[config.mk]
export PLATFORM = sky130hd
export DESIGN_NAME = cc_alu
export DESIGN_NICKNAME = d
export VERILOG_FILES = /design/src/rtl/cc_alu_pkg.sv /design/src/rtl/cc_fn_decode.sv /design/src/rtl/cc_logic_cell.sv /design/src/rtl/cc_ripple_add.sv /design/src/rtl/cc_alu.sv
export SDC_FILE = /design/constraint.sdc
export NUM_CORES = 1
export LEC_CHECK = 0
export ABC_AREA = 1
export CORE_ASPECT_RATIO = 0.7
export CORE_MARGIN = 1.5
export CORE_UTILIZATION = 44
export CTS_CLUSTER_SIZE = 28
export DETAILED_ROUTE_END_ITERATION = 6
export GPL_TIMING_DRIVEN = 1
export MAX_ROUTING_LAYER = met4
export PLACE_DENSITY_LB_ADDON = 0.12
export SETUP_SLACK_MARGIN = 0.3
export SYNTH_ARGS = -nofsm -noshare
export SYNTH_HDL_FRONTEND = slang
export SYNTH_SLANG_ARGS = --single-unit
[constraint.sdc]
create_clock -name clk -period 4.9 [get_ports clk]
set_input_delay 0.735 -clock clk [delete_from_list [all_inputs] [get_ports clk]]
set_output_delay 0.735 -clock clk [all_outputs]
set_load 0.05 [all_outputs]
[src/rtl/cc_alu_pkg.sv]
package cc_alu_pkg;
  typedef enum logic [2:0] {
    FN_ADD  = 3'd0,
    FN_INC  = 3'd1,
    FN_AND  = 3'd2,
    FN_OR   = 3'd3,
    FN_XOR  = 3'd4,
    FN_NOT  = 3'd5,
    FN_SHL  = 3'd6,
    FN_NONE = 3'd7
  } alu_fn_e;

  localparam int FN_BITS  = 3;
  localparam int FN_COUNT = 1 << FN_BITS;
endpackage

[src/rtl/cc_fn_decode.sv]
module cc_fn_decode #(
  parameter int N = 3
) (
  input  logic [N-1:0]      code,
  output logic [(1<<N)-1:0] sel
);
  localparam int OUTS = 1 << N;

  for (genvar k = 0; k < OUTS; k++) begin : g_line
    assign sel[k] = (code == k[N-1:0]);
  end
endmodule

[src/rtl/cc_logic_cell.sv]
module cc_logic_cell (
  input  logic b,
  input  logic c,
  output logic and_o,
  output logic or_o,
  output logic xor_o,
  output logic not_o
);
  assign and_o = b & c;
  assign or_o  = b | c;
  assign xor_o = b ^ c;
  assign not_o = ~b;
endmodule

[src/rtl/cc_ripple_add.sv]
module cc_ripple_add #(
  parameter int W = 8
) (
  input  logic [W-1:0] a,
  input  logic [W-1:0] b,
  output logic [W-1:0] sum,
  output logic         cout
);
  logic [W:0] cy;

  assign cy[0] = 1'b0;

  for (genvar i = 0; i < W; i++) begin : g_fa
    assign sum[i]  = a[i] ^ b[i] ^ cy[i];
    assign cy[i+1] = (a[i] & b[i]) | (cy[i] & (a[i] ^ b[i]));
  end

  assign cout = cy[W];
endmodule

[src/rtl/cc_alu.sv]
module cc_alu
  import cc_alu_pkg::*;
#(
  parameter int W = 8
) (
  input  logic               clk,
  input  logic               rst,
  input  logic [W-1:0]       op_b,
  input  logic [W-1:0]       op_c,
  input  logic [FN_BITS-1:0] func,
  input  logic               drive_en,
  input  logic               ld_flags,
  output logic [W-1:0]       result,
  output logic               carry_o,
  output logic               zero_o,
  output logic               sign_o,
  output logic               cc_carry,
  output logic               cc_zero,
  output logic               cc_sign
);
  localparam logic [W-1:0] ONE = W'(1);

  logic [FN_COUNT-1:0] sel;
  logic [W-1:0]        add_sum, inc_sum;
  logic                add_cy, inc_cy;
  logic [W-1:0]        and_v, or_v, xor_v, not_v, shl_v;
  logic [W-1:0]        unit_v [FN_COUNT];
  logic [W-1:0]        bus_v;

  cc_fn_decode #(.N(FN_BITS)) u_dec (.code(func), .sel(sel));

  cc_ripple_add #(.W(W)) u_add (.a(op_b), .b(op_c), .sum(add_sum), .cout(add_cy));
  cc_ripple_add #(.W(W)) u_inc (.a(op_b), .b(ONE),  .sum(inc_sum), .cout(inc_cy));

  for (genvar i = 0; i < W; i++) begin : g_cell
    cc_logic_cell u_cell (
      .b(op_b[i]), .c(op_c[i]),
      .and_o(and_v[i]), .or_o(or_v[i]), .xor_o(xor_v[i]), .not_o(not_v[i])
    );
  end

  assign shl_v = {op_b[W-2:0], op_b[W-1]};

  always_comb begin
    unit_v[FN_ADD]  = add_sum;
    unit_v[FN_INC]  = inc_sum;
    unit_v[FN_AND]  = and_v;
    unit_v[FN_OR]   = or_v;
    unit_v[FN_XOR]  = xor_v;
    unit_v[FN_NOT]  = not_v;
    unit_v[FN_SHL]  = shl_v;
    unit_v[FN_NONE] = '0;
  end

  always_comb begin
    bus_v = '0;
    for (int k = 0; k < FN_COUNT; k++) begin
      bus_v = bus_v | ({W{sel[k]}} & unit_v[k]);
    end
  end

  assign result  = drive_en ? bus_v : '0;
  assign carry_o = (sel[FN_ADD] & add_cy) | (sel[FN_INC] & inc_cy);
  assign zero_o  = ~|result;
  assign sign_o  = result[W-1];

  always_ff @(posedge clk) begin
    if (rst) begin
      cc_carry <= 1'b0;
      cc_zero  <= 1'b0;
      cc_sign  <= 1'b0;
    end else if (ld_flags) begin
      cc_carry <= carry_o;
      cc_zero  <= zero_o;
      cc_sign  <= sign_o;
    end
  end

  // the ripple chain agrees with a plain sum
  p_add_r1: assert property (@(posedge clk) disable iff (rst)
    (func == FN_ADD) |-> ({add_cy, add_sum} == ({1'b0, op_b} + {1'b0, op_c})));

  // the incrementer agrees with a plain sum
  p_inc_r2: assert property (@(posedge clk) disable iff (rst)
    (func == FN_INC) |-> ({inc_cy, inc_sum} == ({1'b0, op_b} + {1'b0, ONE})));

  // a disabled bus shows zero and positive
  p_idle_r7: assert property (@(posedge clk) disable iff (rst)
    !drive_en |-> (zero_o && !sign_o && result == '0));

  // flags hold without a strobe
  p_hold_r10: assert property (@(posedge clk) disable iff (rst)
    (!rst && !ld_flags) |=> $stable({cc_carry, cc_zero, cc_sign}));

  // flags capture on a strobe
  p_load_r10: assert property (@(posedge clk) disable iff (rst)
    (!rst && ld_flags) |=> ({cc_carry, cc_zero, cc_sign} ==
                            $past({carry_o, zero_o, sign_o})));
endmodule

==> run summary <==
The flow ran to the end, but the final reports show violations. The checks that failed: negative setup slack. After detailed routing, the average wire length per cell comes to 12.82 um. The worst-case setup slack after placement came out at -0.5978 ns. The primary flip-flop cell chosen by synthesis mapping was sky130_fd_sc_hd__dfxtp_1. At the pin with the least slew margin, the transition time is 0.5644 ns. The count of buffers inserted at the top-level ports was 36; the number of nets produced by synthesis was 270. The tools report the final estimated routing congestion in global placement as 0.8286. The final-stage net count is 328, and the CTS sink count is 3. Setup repair after global routing could not meet its margin everywhere. Entering global routing, the biggest net connects 24 pins.

The proportion of synthesized flip-flops having asynchronous set or reset was 0. Setup violations remaining at the end of the flow were counted as 4. In the routed design, unresolved DRC markers number 0.

For the worst flop-to-flop path, the logic depth is 4. After synthesis the netlist holds a flip-flop and latch count of 3. After synthesis, the cell types taking the most area are sky130_fd_sc_hd__ha_1 (22%), sky130_fd_sc_hd__nand2_1 (15%), sky130_fd_sc_hd__inv_1 (12%). Measured along the x axis, the die boundary spans 68.53 um.

The count of routing violations after the opening detailed-route iteration is 115. The commonest cells after synthesis are sky130_fd_sc_hd__nand2_1 (53), sky130_fd_sc_hd__inv_1 (42), sky130_fd_sc_hd__nor2_1 (25), sky130_fd_sc_hd__ha_1 (23), sky130_fd_sc_hd__nand4_1 (21). The worst setup slack after layout is -0.2071 ns.

After clock tree synthesis, the clock-pin slew on the worst setup and hold paths is 0.03 ns. After detailed placement, the total cell area comes to 1872 um^2. The ratio of cells with drive above 1 in the final layout was 0.2555.

The count of cells in the finished layout, fillers not included, comes to 310. The worst hold path terminates at cc_sign$_SDFFE_PP0P_. From bottom edge to top edge, the die measures 48.87 um. TritonCTS built the clock tree.

The overall routing resource usage was 0.2563; the worst max-slew margin expressed relative to the limit was 0.6225. Data on the critical path is required at its endpoint by 4.16 ns. The worst setup path is launched from a primary input. The synthesized netlist occupies a cell area of 1323 um^2. The maximum level of the CTS H-tree was 1; the gate count after technology mapping was 217. The synthesized netlist contains 19 unique library cells. The most used standard cell by instance count after synthesis was sky130_fd_sc_hd__nand2_1. The first detailed-routing pass took 4 iterations. TritonCTS created 3 clock buffers. Clock latency on the worst-skew pair, taken at its later pin, is 0.22 ns. The tools report the max-slew violation total from the final report as 0.

The ratio of final minimum period to clock period came out at 1.042. The largest driver fanout on the critical path was 2; the number of global-route vias before repair was 1,388. Using the TritonRoute via totals, the vias-per-cell ratio works out to 5.200.

The mean instance size in the synthesized netlist was 6.095 um^2. The summed area of non-filler cells in the final layout is 2058 um^2. The analysis attributes to cell leakage a power of 0.001142 uW. The maximum clock frequency came out at 195.8 MHz. The first global-routing pass estimated 6.396 mm of wire. The floorplan has 16 rows. In this run the critical register-to-register path is launched from cc_carry$_SDFFE_PP0P_. Across the run, the number of max-cap violations was 0. The total wirelength of the detailed-routed design is 3.973 mm, and the post-layout minimum cycle time is 5.107 ns. The worst hold slack is 0.5246 ns. Along the worst hold path, the cell count comes to 2. After detailed placement, the design holds a cell count of 294. The repair_antennas step left the layout with diodes totalling 0.

The tools report the setup slack of the most critical reg-to-reg path as 4.21 ns. The clock passes through at most 2 buffers. The worst voltage drop across the vdd grid was 116.8 uV. In this run, synthesis inferred 0 flip-flops with an integrated enable.

The routed layout has 1,612 vias. The count of final hold-check violations is 0. Share of synthesized area occupied by flip-flops and latches: 0.04541. The core footprint was 2823 um^2. In this run the count of I/O pins placed on the die edge is 37. The area growth from synthesis to layout is 55.63%. During synthesis, Yosys emitted a total of 0 warnings. In this run the power density over the cells is 164.6 nW/um^2. The cell accounting for the most synthesized area was sky130_fd_sc_hd__ha_1.

The tools report the total congestion overflow after global routing as 0. The startpoint identified for the worst hold timing path is cc_sign$_SDFFE_PP0P_. For the starting density of the core, the log shows 0.4685. The area fraction of the dominant cell type after synthesis was 0.2176. The end of the worst register-to-register path was cc_carry$_SDFFE_PP0P_.

Critical path endpoint category: a primary output. Adding up every negative setup slack in the final design gives -0.5251 ns. The critical path is of the primary input to primary output type. The logs give 224 for the number of filler cells placed in the layout and 2.759 mm for the half-perimeter wire length of the detailed placement result. The residual antenna-violating net count after detailed routing was 0; the die footprint was 3349 um^2.

The run gives 0 as the number of antenna violations at the first check in global routing. The run gives 4.37 ns as the worst path arrival time. The buffer type at the clock tree root is sky130_fd_sc_hd__clkbuf_8. The tightest min-delay check is of the flip-flop to flip-flop type. The clock arrives with 0 ns of skew.
## timing repair
action | 4_1_cts | 5_1_grt
pin swaps | 8 | 6
setup endpoints to repair | 7 | 6
gates resized for setup | 36 | 8
setup buffers | 11 | 1
hold buffers | 0 | 0
hold endpoints to repair | 0 | 0
## sequential cells by signal, summed over array words and instances, names as in the netlist
| signal | cells |
|---|---|
| cc_zero | 1 |
| cc_sign | 1 |
| cc_carry | 1 |
## routing by layer
layer,share of wire,vias up,routed length [um],GRT usage
met5,0,-,0,-
met4,0.0093,0,37,0.04000
met3,0.11,5,454,0.07852
met2,0.45,93,1774,0.3638
met1,0.43,716,1706,0.3621
li1,-,798,-,-
## per-stage QoR
stage | util | power [uW]
finish | 0.7292 | 338.8
floorplan | - | 143.1
detailed placement | 0.6631 | 223.2
global placement | 0.6631 | 221.9
global route | 0.7292 | 363.4
CTS | 0.7168 | 323.2
## power by group
group	internal [uW]	switching (uW)
Sequential	26.3	0.988
Clock	55.8	19.8
Combinational	109	127
Total	191	148
## cells in the final DEF (no fill, tap or decap), types with 2 or more instances in the layout
master,n
sky130_fd_sc_hd__nor2_1,24
sky130_fd_sc_hd__buf_2,2
sky130_fd_sc_hd__ha_1,22
sky130_fd_sc_hd__dlygate4sd2_1,2
sky130_fd_sc_hd__buf_6,11
sky130_fd_sc_hd__inv_1,32
sky130_fd_sc_hd__nand3_1,12
sky130_fd_sc_hd__o21ai_0,5
sky130_fd_sc_hd__buf_4,21
sky130_fd_sc_hd__clkdlybuf4s50_1,22
sky130_fd_sc_hd__clkbuf_8,3
sky130_fd_sc_hd__a21oi_1,2
sky130_fd_sc_hd__nor2_4,2
sky130_fd_sc_hd__nand2_1,50
sky130_fd_sc_hd__fa_2,6
sky130_fd_sc_hd__inv_2,9
sky130_fd_sc_hd__clkinvlp_4,2
sky130_fd_sc_hd__nand2_2,2
sky130_fd_sc_hd__nand3b_1,5
sky130_fd_sc_hd__dfxtp_1,3
sky130_fd_sc_hd__buf_12,6
sky130_fd_sc_hd__nand4_1,21
## layout make-up
| type | instances | area [um^2] | area share |
|---|---|---|---|
| multi-input combinational | 158 | 1069 | 0.5191 |
| timing repair buffer | 65 | 664.4 | 0.3228 |
| inverter | 44 | 175.2 | 0.08511 |
| sequential | 3 | 60.06 | 0.02918 |
| clock buffer | 4 | 45.04 | 0.02188 |
| tap | 36 | 45.04 | 0.02188 |
## worst max-delay path by stage
stage	from	end	depth (start not counted)
2_1_floorplan	op_b[0]	result[7]	18
3_3_place_gp	op_b[0]	zero_o	22
3_5_place_dp	op_b[0]	zero_o	22
4_1_cts	op_c[0]	zero_o	22
5_1_grt	op_c[0]	zero_o	22
6_report	op_c[0]	zero_o	22
## worst max-delay path, cell delays in order
cell and delay [ns]:
sky130_fd_sc_hd__buf_8 0.08, sky130_fd_sc_hd__ha_4 0.13, sky130_fd_sc_hd__inv_2 0.03, sky130_fd_sc_hd__fa_2 0.33, sky130_fd_sc_hd__fa_2 0.36, sky130_fd_sc_hd__fa_2 0.35
sky130_fd_sc_hd__fa_2 0.34, sky130_fd_sc_hd__inv_2 0.06, sky130_fd_sc_hd__fa_2 0.18, sky130_fd_sc_hd__inv_2 0.04, sky130_fd_sc_hd__fa_2 0.33, sky130_fd_sc_hd__fa_1 0.47
sky130_fd_sc_hd__nand3b_1 0.11, sky130_fd_sc_hd__nand2_1 0.07, sky130_fd_sc_hd__nor2_1 0.10, sky130_fd_sc_hd__nand2_1 0.06, sky130_fd_sc_hd__nand2_2 0.08, sky130_fd_sc_hd__nand2_2 0.08
sky130_fd_sc_hd__nor2_4 0.14, sky130_fd_sc_hd__nand2_4 0.07, sky130_fd_sc_hd__clkinvlp_4 0.09, sky130_fd_sc_hd__buf_12 0.13
## cell families (layout without fill, tap and decap cells)
family / Yosys count / in the layout / share of synthesized area
compound gates: 9 / 9 / 0.03690
fa+ha+maj: 30 / 30 / 0.3236
buf+inv: 56 / 113 / 0.1826
simple gates: 119 / 119 / 0.4115
flops: 3 / 3 / 0.04541
(Power assumes the default switching activity.)
